--- src/rtl/pcs_trace_pkg.sv ---
// Shared constants for the PC sampler / event tracer.
// Assumes a 32-bit program counter and a 3-bit packet kind field.
package pcs_trace_pkg;
    localparam int PAYLOAD_W = 32;
    localparam int KIND_W    = 3;

    localparam logic [KIND_W-1:0] KIND_PC   = 3'd0;
    localparam logic [KIND_W-1:0] KIND_EXC  = 3'd1;
    localparam logic [KIND_W-1:0] KIND_SLP  = 3'd2;
    localparam logic [KIND_W-1:0] KIND_STL  = 3'd3;
    localparam logic [KIND_W-1:0] KIND_MARK = 3'd7;
endpackage

--- src/rtl/pcs_interval.sv ---
// Fixed-interval tick generator for PC sampling.
// Counts cycles while enabled and pulses tick on the last cycle of each
// interval. The count is held at zero while disabled, so an enable always
// starts a fresh interval. Assumes INTERVAL >= 2.
module pcs_interval #(
    parameter int INTERVAL = 64
) (
    input  logic clk,
    input  logic rst_n,
    input  logic en,
    output logic tick
);
    localparam int IW = $clog2(INTERVAL);
    localparam logic [IW-1:0] LAST = IW'(INTERVAL - 1);

    logic [IW-1:0] cnt_q;

    assign tick = en && (cnt_q == LAST);

    // Interval counter: zero while disabled, wraps at the interval end.
    always_ff @(posedge clk) begin
        if (!rst_n || !en) begin
            cnt_q <= '0;
        end else if (cnt_q == LAST) begin
            cnt_q <= '0;
        end else begin
            cnt_q <= cnt_q + 1'b1;
        end
    end
endmodule

--- src/rtl/pcs_evt_counter.sv ---
// Small wrapping event counter.
// Advances on each strobe while enabled and keeps its value while disabled.
// The wrap output is high in the cycle whose strobe takes the count from
// all-ones back to zero. Assumes strobes are single-cycle qualified events.
module pcs_evt_counter #(
    parameter int CNT_W = 8
) (
    input  logic clk,
    input  logic rst_n,
    input  logic en,
    input  logic strobe,
    output logic wrap
);
    logic [CNT_W-1:0] cnt_q;

    assign wrap = en && strobe && (cnt_q == '1);

    // Event count: clears on reset, advances on enabled strobes.
    always_ff @(posedge clk) begin
        if (!rst_n) begin
            cnt_q <= '0;
        end else if (en && strobe) begin
            cnt_q <= cnt_q + 1'b1;
        end
    end
endmodule

--- src/rtl/pcs_pkt_arb.sv ---
// Packet arbiter and single-entry output register.
// Picks the lowest-indexed request each cycle, loads it when the output
// register is free, and records any loss in a pending flag. While a loss
// is pending, the next free slot carries a marker packet instead.
// Assumes every request carries the same payload word.
module pcs_pkt_arb
    import pcs_trace_pkg::*;
#(
    parameter int NSRC = 4,
    parameter int PW   = PAYLOAD_W
) (
    input  logic                         clk,
    input  logic                         rst_n,
    input  logic [NSRC-1:0]              req,
    input  logic [NSRC-1:0][KIND_W-1:0]  kind_tab,
    input  logic [PW-1:0]                payload,
    input  logic                         out_ready,
    output logic                         out_valid,
    output logic [KIND_W-1:0]            out_kind,
    output logic [PW-1:0]                out_payload,
    output logic                         drop_pend
);
    localparam int SW = (NSRC > 1) ? $clog2(NSRC) : 1;

    logic            vld_q;
    logic [KIND_W-1:0] kind_q;
    logic [PW-1:0]   pl_q;
    logic            drop_q;
    logic [SW-1:0]   sel;
    logic            any_req;
    logic            multi_req;
    logic            free;

    // Fixed-priority pick: the lowest index wins.
    always_comb begin
        sel = '0;
        for (int i = NSRC - 1; i >= 0; i--) begin
            if (req[i]) begin
                sel = SW'(i);
            end
        end
    end

    assign any_req   = |req;
    assign multi_req = ($countones(req) > 1);
    assign free      = !vld_q || out_ready;

    // Output register and pending-loss flag update.
    always_ff @(posedge clk) begin
        if (!rst_n) begin
            vld_q  <= 1'b0;
            kind_q <= '0;
            pl_q   <= '0;
            drop_q <= 1'b0;
        end else if (free) begin
            if (drop_q) begin
                vld_q  <= 1'b1;
                kind_q <= KIND_MARK;
                pl_q   <= '0;
                drop_q <= any_req;
            end else if (any_req) begin
                vld_q  <= 1'b1;
                kind_q <= kind_tab[sel];
                pl_q   <= payload;
                drop_q <= multi_req;
            end else begin
                vld_q  <= 1'b0;
            end
        end else begin
            drop_q <= drop_q | any_req;
        end
    end

    assign out_valid   = vld_q;
    assign out_kind    = kind_q;
    assign out_payload = pl_q;
    assign drop_pend   = drop_q;
endmodule

--- src/rtl/pcs_event_tracer.sv ---
// Top level: periodic PC sampler plus wrapping event counters feeding one
// valid/ready packet port. Holds the enable register and the last retired
// PC, instantiates one counter per event source, and drives a registered
// wrap-trigger vector. Assumes event strobes are synchronous to clk.
module pcs_event_tracer
    import pcs_trace_pkg::*;
#(
    parameter int INTERVAL = 64,
    parameter int CNT_W    = 8
) (
    input  logic                  clk,
    input  logic                  rst_n,
    input  logic [PAYLOAD_W-1:0]  pc_in,
    input  logic                  retire,
    input  logic                  evt_exc,
    input  logic                  evt_sleep,
    input  logic                  evt_stall,
    input  logic                  cfg_we,
    input  logic [3:0]            cfg_en,
    output logic                  pkt_valid,
    input  logic                  pkt_ready,
    output logic [KIND_W-1:0]     pkt_kind,
    output logic [PAYLOAD_W-1:0]  pkt_payload,
    output logic [2:0]            ovf_trig
);
    localparam int NEVT = 3;
    localparam int NSRC = NEVT + 1;

    logic [NEVT:0]                en_q;
    logic [PAYLOAD_W-1:0]         pc_hold_q;
    logic [NEVT-1:0]              evt_vec;
    logic [NEVT-1:0]              wrap_vec;
    logic [NEVT-1:0]              trig_q;
    logic                         pc_tick;
    logic [NSRC-1:0]              req;
    logic [NSRC-1:0][KIND_W-1:0]  kind_tab;
    logic                         drop_pend;

    // Enable register: bit 0 PC sampling, bits 1..3 event counters.
    always_ff @(posedge clk) begin
        if (!rst_n) begin
            en_q <= '0;
        end else if (cfg_we) begin
            en_q <= cfg_en;
        end
    end

    // Last retired PC, used as the payload of every sample and overflow.
    always_ff @(posedge clk) begin
        if (!rst_n) begin
            pc_hold_q <= '0;
        end else if (retire) begin
            pc_hold_q <= pc_in;
        end
    end

    pcs_interval #(
        .INTERVAL (INTERVAL)
    ) u_interval (
        .clk   (clk),
        .rst_n (rst_n),
        .en    (en_q[0]),
        .tick  (pc_tick)
    );

    assign evt_vec = {evt_stall, evt_sleep, evt_exc};

    // One counter per event source; index order sets arbitration priority.
    for (genvar e = 0; e < NEVT; e++) begin : g_cnt
        pcs_evt_counter #(
            .CNT_W (CNT_W)
        ) u_cnt (
            .clk    (clk),
            .rst_n  (rst_n),
            .en     (en_q[e+1]),
            .strobe (evt_vec[e]),
            .wrap   (wrap_vec[e])
        );
        assign kind_tab[e] = KIND_W'(e + 1);
    end
    assign kind_tab[NEVT] = KIND_PC;

    assign req = {pc_tick, wrap_vec};

    // Wrap trigger pulses, aligned with the packet load edge.
    always_ff @(posedge clk) begin
        if (!rst_n) begin
            trig_q <= '0;
        end else begin
            trig_q <= wrap_vec;
        end
    end
    assign ovf_trig = trig_q;

    pcs_pkt_arb #(
        .NSRC (NSRC),
        .PW   (PAYLOAD_W)
    ) u_arb (
        .clk         (clk),
        .rst_n       (rst_n),
        .req         (req),
        .kind_tab    (kind_tab),
        .payload     (pc_hold_q),
        .out_ready   (pkt_ready),
        .out_valid   (pkt_valid),
        .out_kind    (pkt_kind),
        .out_payload (pkt_payload),
        .drop_pend   (drop_pend)
    );
endmodule

--- config.mk ---
export PLATFORM = sky130hd
export DESIGN_NAME = pcs_event_tracer
export DESIGN_NICKNAME = d
export VERILOG_FILES = /design/src/rtl/pcs_trace_pkg.sv /design/src/rtl/pcs_interval.sv /design/src/rtl/pcs_evt_counter.sv /design/src/rtl/pcs_pkt_arb.sv /design/src/rtl/pcs_event_tracer.sv
export SDC_FILE = /design/constraint.sdc
export NUM_CORES = 1
export LEC_CHECK = 0
export BUFFER_PORTS_ARGS = -buffer_cell sky130_fd_sc_hd__buf_2
export CORE_UTILIZATION = 35
export DETAILED_ROUTE_END_ITERATION = 7
export PLACE_DENSITY = 0.6
export SYNTH_ARGS = -nofsm -noshare
export SYNTH_HDL_FRONTEND = slang
export SYNTH_SLANG_ARGS = --single-unit
--- constraint.sdc ---
create_clock -name clk -period 2.25 [get_ports clk]
set_clock_uncertainty 0.15 [all_clocks]
set_input_delay 0.225 -clock clk [delete_from_list [all_inputs] [get_ports clk]]
set_output_delay 0.225 -clock clk [all_outputs]
set_load 0.02 [all_outputs]
==> results.json, run 1 <==
{
  "path_cells": "ha_4 -> and4_4 -> and3_4 -> ha_4 -> o21ai_2 -> fa_1 -> a31oi_1 -> o211a_1",
  "crit_path_start_kind": "flip-flop",
  "drc": 0,
  "grt_pass1_wl_mm": 15.2,
  "async_reset_ff_frac": 0,
  "p_seq_frac": 0.517,
  "cts_buffers": 9,
  "final_area_mm2": 0.00600,
  "cp.required_ns": 2.34,
  "muxShareOfSynthArea": 0.0805,
  "leakagePower_nw": 2.47,
  "grt_setup_unrepaired": "true",
  "criticalPathCategory": "flip-flop to flip-flop",
  "die_width_um": 117,
  "drt-initial-drc-count": 124,
  "gp_congestion": 0.728,
  "p_clk_frac": 0.415,
  "min_from": "pc_in[7]",
  "status": "completed",
  "hp-class": "input port to flip-flop",
  "cts_buffer_depth": 2,
  "io_buffers": 82,
  "cp_top_family": "adder cells",
  "row_count": 41,
  "crit_top_cell": "ha_4",
  "dieArea_mm2": 0.0136,
  "core_area_mm2": 0.0127,
  "ir_worst_vdd_mv": 0.459,
  "wirelength_mm": 9.64,
  "grt_antenna_before_repair": 0,
  "die_h_um": 117,
  "share_comb_of_total_power": 0.068,
  "grt_overflow": 0,
  "p_per_area_mw_per_mm2": 626,
  "synth_flop_cell": "dfxtp_1",
  "syn_area_mm2": 0.00460,
  "crit_path_max_fanout": 3,
  "cts.htree.levels": 3,
  "p_int_mw": 2.95,
  "nets": 614,
  "syn_nets": 496,
  "dpl_cell_area_mm2": 0.00524,
  "seq_area_frac_synth": 0.461,
  "setup_viol": 0,
  "ctsRootBufferMaster": "clkbuf_16",
  "via_per_inst": 4.62,
  "dr.pass1.iters": 4,
  "cts_tree": "done",
  "postSynthAreaPerCell_um2": 10.3,
  "slowest_delay_ns": 0.49,
  "ys_ff_latch": 106,
  "start_util": 0.362,
  "synth_edf_count": 0,
  "grt_start_max_net_pins": 61,
  "wl_per_cell_um": 13.0,
  "p_sw_mw": 0.810,
  "diodes": 0,
  "dp_hpwl_mm": 6.02,
  "startpoint": "g_cnt[1].u_cnt.cnt_q[0]",
  "period_minus_slack_ns": 2.21,
  "syn_inst": 446,
  "slowest_stage": "fa_1",
  "syn_to_final_growth_pct": 30.3,
  "slew_viol_final": 0,
  "drive_gt1_frac": 0.322,
  "hold_viol": 0,
  "fmaxAchievable_mhz": 452,
  "drtAntennaViolNets": 0,
  "min_period_over_period": 0.984,
  "nFillCells": 1240,
  "max_slew.worst_pin.slew_ns": 0.571,
  "clock_latency_ns": 0.34,
  "grt_usage": 0.144,
  "r2r_start": "g_cnt[1].u_cnt.cnt_q[0]",
  "yosys.area_share.simple": 0.262,
  "grt_pass1_vias": 3245,
  "cts_sinks": 106,
  "io_pins": 83,
  "swShare": 0.216,
  "instances_no_fill": 740,
  "synth_top_family_by_area": "simple AND/OR/NAND/NOR gates",
  "mostFrequentLayoutCell": "dfxtp_1",
  "synth_xor_area_frac": 0.0457,
  "synth.distinct_cells": 45,
  "maxSlewHeadroom": 0.619,
  "cp-end-kind": "flip-flop",
  "synthAdderAreaFrac": 0.0179,
  "synth_compound_area_frac": 0.0826,
  "worst-path-buf-inv": 0,
  "cp.arrival_ns": 2.30,
  "clkTransAtPathRegs_ns": 0.07,
  "final_cell_mix": "dfxtp_1 (98), buf_2 (81), nor2b_1 (40), mux2i_1 (37), dlygate4sd3_1 (33)",
  "maxCapViolCount": 0,
  "yosys_warnings": 0,
  "via_count": 3418,
  "dp.cells": 685
}
## tightest hold or removal path: stages
cell	delay, ns
buf_2	0.07
mux2i_1	0.06
nor2b_1	0.11
## state kept, by name (all words and copies together), names as in the netlist
name and count:
en_q 4, g_cnt.u_cnt.cnt_q 24, ovf_trig 3, pc_hold_q 32, u_arb.drop_pend 1, u_arb.out_kind 3
u_arb.out_payload 32, u_arb.out_valid 1, u_interval.cnt_q 6
## layout make-up
class	count	area (um2)	area share
Multi-Input combinational cell	304	2320	0.387
Clock buffer	10	239	0.0398
Sequential cell	106	2130	0.355
Clock inverter	5	55.1	0.00918
Timing Repair Buffer	140	1020	0.171
Inverter	3	11.3	0.00188
Tap cell	172	215	0.0359
## metrics by stage
stage / setup WS (ns) / hold WS [ns] / setup TNS [ns] / utilization / power, mW
after floorplan: -0.0271 / 0.237 / -0.0271 / - / 2.12
after global placement: 0.0464 / 0.290 / 0 / 0.412 / 2.19
after detailed placement: -0.0124 / 0.294 / -0.0124 / 0.412 / 2.20
after CTS: 0.00135 / 0.000842 / 0 / 0.463 / 3.82
after global routing: -0.0310 / 0.0235 / -0.0810 / 0.471 / 3.92
final: 0.0359 / 0.0116 / 0 / 0.471 / 3.76
## path summary, 6_finish.rpt
path         cells past startpoint  slack (ns)                     to
min reg2reg                      2        0.30  u_arb.out_payload[20]
max                              8        0.04        u_arb.drop_pend
min                              3        0.01           pc_hold_q[7]
max reg2reg                      8        0.04        u_arb.drop_pend
## routing by layer
metal | GRT usage | routed length [um] | vias to the layer above
met1 | 0.171 | 4430 | 1593
met2 | 0.243 | 4750 | 47
li1 | - | - | 1769
met4 | 0.0616 | 142 | 0
met3 | 0.0384 | 319 | 9
met5 | 0 | 0 | -
## cells by family (layout without fill, tap and decap cells)
kind of cell             after synthesis  count (layout)
AND/OR/NAND/NOR                      188             188
buffers and inverters                 36             158
AO/OA/AOI/OAI                         49              49
XOR/XNOR                              24              24
adder cells (fa/ha/maj)                6               6
multiplexers                          37              37
flip-flops                           106             106
## power groups by stage
stage	registers [mW]	clock network [mW]	logic [mW]
floorplan	1.98	0	0.138
global placement	1.98	0	0.206
finish	1.94	1.56	0.254
CTS	1.94	1.62	0.256
global route	1.95	1.69	0.282
detailed placement	1.98	0	0.211
## cell usage after synthesis, types with 2 or more instances
| master | number | area [um2] |
|---|---|---|
| and4_4 | 2 | 22.5 |
| ha_1 | 5 | 62.6 |
| o21bai_1 | 2 | 15.0 |
| and4_1 | 2 | 17.5 |
| buf_4 | 2 | 15.0 |
| nand3_2 | 18 | 180 |
| nor2b_1 | 41 | 257 |
| buf_2 | 2 | 10.0 |
| xnor2_1 | 14 | 123 |
| buf_1 | 4 | 15.0 |
| xor2_1 | 10 | 87.6 |
| buf_8 | 2 | 30.0 |
| o21ai_1 | 8 | 40.0 |
| o21ai_0 | 8 | 40.0 |
| inv_1 | 2 | 7.51 |
| and3_1 | 4 | 25.0 |
| a21boi_0 | 4 | 30.0 |
| nand3b_1 | 32 | 240 |
| o21ai_2 | 20 | 175 |
| or3_1 | 2 | 12.5 |
| mux2i_1 | 37 | 370 |
| nand3_1 | 28 | 140 |
| nand4_1 | 3 | 18.8 |
| dfxtp_1 | 106 | 2120 |
| nor2_1 | 11 | 41.3 |
| nand2_1 | 17 | 63.8 |
| buf_6 | 6 | 67.6 |
| clkbuf_1 | 15 | 56.3 |
| and2_1 | 23 | 144 |
## timing repair
action                                  in CTS  in global routing
endpoints found under the setup margin       1                 11
hold buffers                                33                  0
buffers inserted                             1                  4
pin swaps                                    2                  8
resized for setup                            5                  9
endpoints found under the hold margin       33                  0
gates cloned                                 0                  2
(Power assumes the default switching activity.)
==> inputs of run 2 (changes only) <==
- RECOVER_POWER: unset -> 25
==> results.json, run 2 (synthesis gave the netlist of run 1 again) <==
{
  "start_util": 0.362,
  "use_met2": 0.243,
  "cts_buffers": 9,
  "ctsRootBufferMaster": "clkbuf_16",
  "setup_viol": 0,
  "use_met3": 0.0384,
  "grt_antenna_before_repair": 0,
  "r2r_start": "g_cnt[1].u_cnt.cnt_q[0]",
  "drc": 0,
  "fmaxAchievable_mhz": 452,
  "diodes": 0,
  "instances_no_fill": 740,
  "drtAntennaViolNets": 0,
  "grt_busiest_layer": "met2",
  "die_width_um": 117,
  "fin_util": 0.469,
  "cp.arrival_ns": 2.30,
  "via_per_inst": 4.63,
  "crit_path_max_fanout": 3,
  "wl_per_cell_um": 13.1,
  "nFillCells": 1246,
  "grt_pass1_wl_mm": 15.2,
  "cts_buffer_depth": 2,
  "criticalPathCategory": "flip-flop to flip-flop",
  "drive_gt1_frac": 0.319,
  "period_minus_slack_ns": 2.21,
  "crit_path_start_kind": "flip-flop",
  "io_buffers": 82,
  "met1_usage": 0.171,
  "dr.pass1.iters": 4,
  "core_area_mm2": 0.0127,
  "mostFrequentLayoutCell": "dfxtp_1",
  "max_slew.worst_pin.slew_ns": 1.20,
  "leakagePower_nw": 2.46,
  "r2r-end": "u_arb.drop_pend",
  "rrSetupSlack_ns": 0.04,
  "grt_start_max_net_pins": 61,
  "slew_viol_final": 0,
  "grt_setup_unrepaired": "true",
  "grt_overflow": 0,
  "grt_pass1_vias": 3245,
  "min_from": "pc_in[7]",
  "drt-initial-drc-count": 102,
  "dp.cells": 685,
  "gp_congestion": 0.728,
  "clkTransAtPathRegs_ns": 0.07,
  "wirelength_mm": 9.68,
  "dieArea_mm2": 0.0136,
  "dp_hpwl_mm": 6.02,
  "p_per_area_mw_per_mm2": 629,
  "die_h_um": 117,
  "min_period_over_period": 0.984,
  "syn_to_final_growth_pct": 29.5,
  "nets": 614,
  "cp.required_ns": 2.34,
  "ir_worst_vdd_mv": 0.458,
  "io_pins": 83,
  "cp-end-kind": "flip-flop",
  "hold_viol": 0,
  "maxSlewHeadroom": 0.200,
  "hold_depth": 3,
  "clock_latency_ns": 0.34,
  "via_count": 3424,
  "maxCapViolCount": 0,
  "rr_worst_depth": 8,
  "grt_usage": 0.144,
  "final_cell_mix": "dfxtp_1 (98), buf_2 (80), nor2b_1 (40), mux2i_1 (37), dlygate4sd3_1 (33)",
  "cts.htree.levels": 3,
  "holdPathEnd": "pc_hold_q[7]",
  "row_count": 41,
  "status": "completed",
  "cts_sinks": 106,
  "cts_tree": "done",
  "hp-class": "input port to flip-flop"
}
-- run 2: worst max-delay path by stage --
| stage | start | end | depth (start not counted) |
|---|---|---|---|
| 2_1_floorplan | g_cnt[1].u_cnt.cnt_q[1] | u_arb.drop_pend | 9 |
| 3_3_place_gp | g_cnt[1].u_cnt.cnt_q[1] | u_arb.drop_pend | 8 |
| 3_5_place_dp | g_cnt[2].u_cnt.cnt_q[1] | u_arb.drop_pend | 8 |
| 4_1_cts | g_cnt[1].u_cnt.cnt_q[1] | u_arb.drop_pend | 8 |
| 5_1_grt | g_cnt[1].u_cnt.cnt_q[0] | u_arb.drop_pend | 8 |
| 6_report | g_cnt[1].u_cnt.cnt_q[0] | u_arb.drop_pend | 8 |
-- run 2: final cells by class --
cell class	instances	area [um2]	area share
flip-flops and latches	106	2130	0.358
inverters	3	11.3	0.00189
repair buffers	140	988	0.166
multi-input cells	304	2320	0.389
clock buffers	10	239	0.0401
clock inverters	5	55.1	0.00923
well taps	172	215	0.0361
-- run 2: metrics by stage --
| stage | setup TNS [ns] | worst slack [ns] | power (mW) | hold slack [ns] | area (um2) |
|---|---|---|---|---|---|
| finish | 0 | 0.0359 | 3.75 | 0.0118 | 5960 |
| global route | -0.0939 | -0.0310 | 3.91 | 0.0244 | 5960 |
| CTS | 0 | 0.00135 | 3.82 | 0.000842 | 5890 |
| detailed placement | -0.0124 | -0.0124 | 2.20 | 0.294 | 5240 |
| global placement | 0 | 0.0464 | 2.19 | 0.290 | 5240 |
| floorplan | -0.0271 | -0.0271 | 2.12 | 0.237 | 4630 |
-- run 2: critical path: stages, from the launching register on --
cell and delay, ns:
dfxtp_2 0.35, ha_4 0.16, and4_4 0.18, and3_4 0.16, ha_4 0.26, o21ai_2 0.05, fa_1 0.49, a31oi_1 0.08
o211a_1 0.24
-- run 2: per-layer routing --
metal	share of wire	vias up
met2	0.49	49
met1	0.46	1598
met3	0.034	9
met4	0.015	0
li1	-	1768
met5	0	-
-- run 2: repair_timing --
action / 4_1_cts / 5_1_grt
cloned: 0 / 2
pin swaps: 2 / 8
setup endpoints to repair: 1 / 11
resized for setup: 5 / 9
setup buffers: 1 / 4
hold endpoints to repair: 33 / 0
hold buffers: 33 / 0
-- run 2: power by group --
group	leakage, nW	switching (mW)	total [mW]	internal [mW]
clock	0.140	0.678	1.56	0.883
combinational	1.45	0.109	0.248	0.138
sequential	0.865	0.0240	1.94	1.92
total	2.46	0.811	3.75	2.94
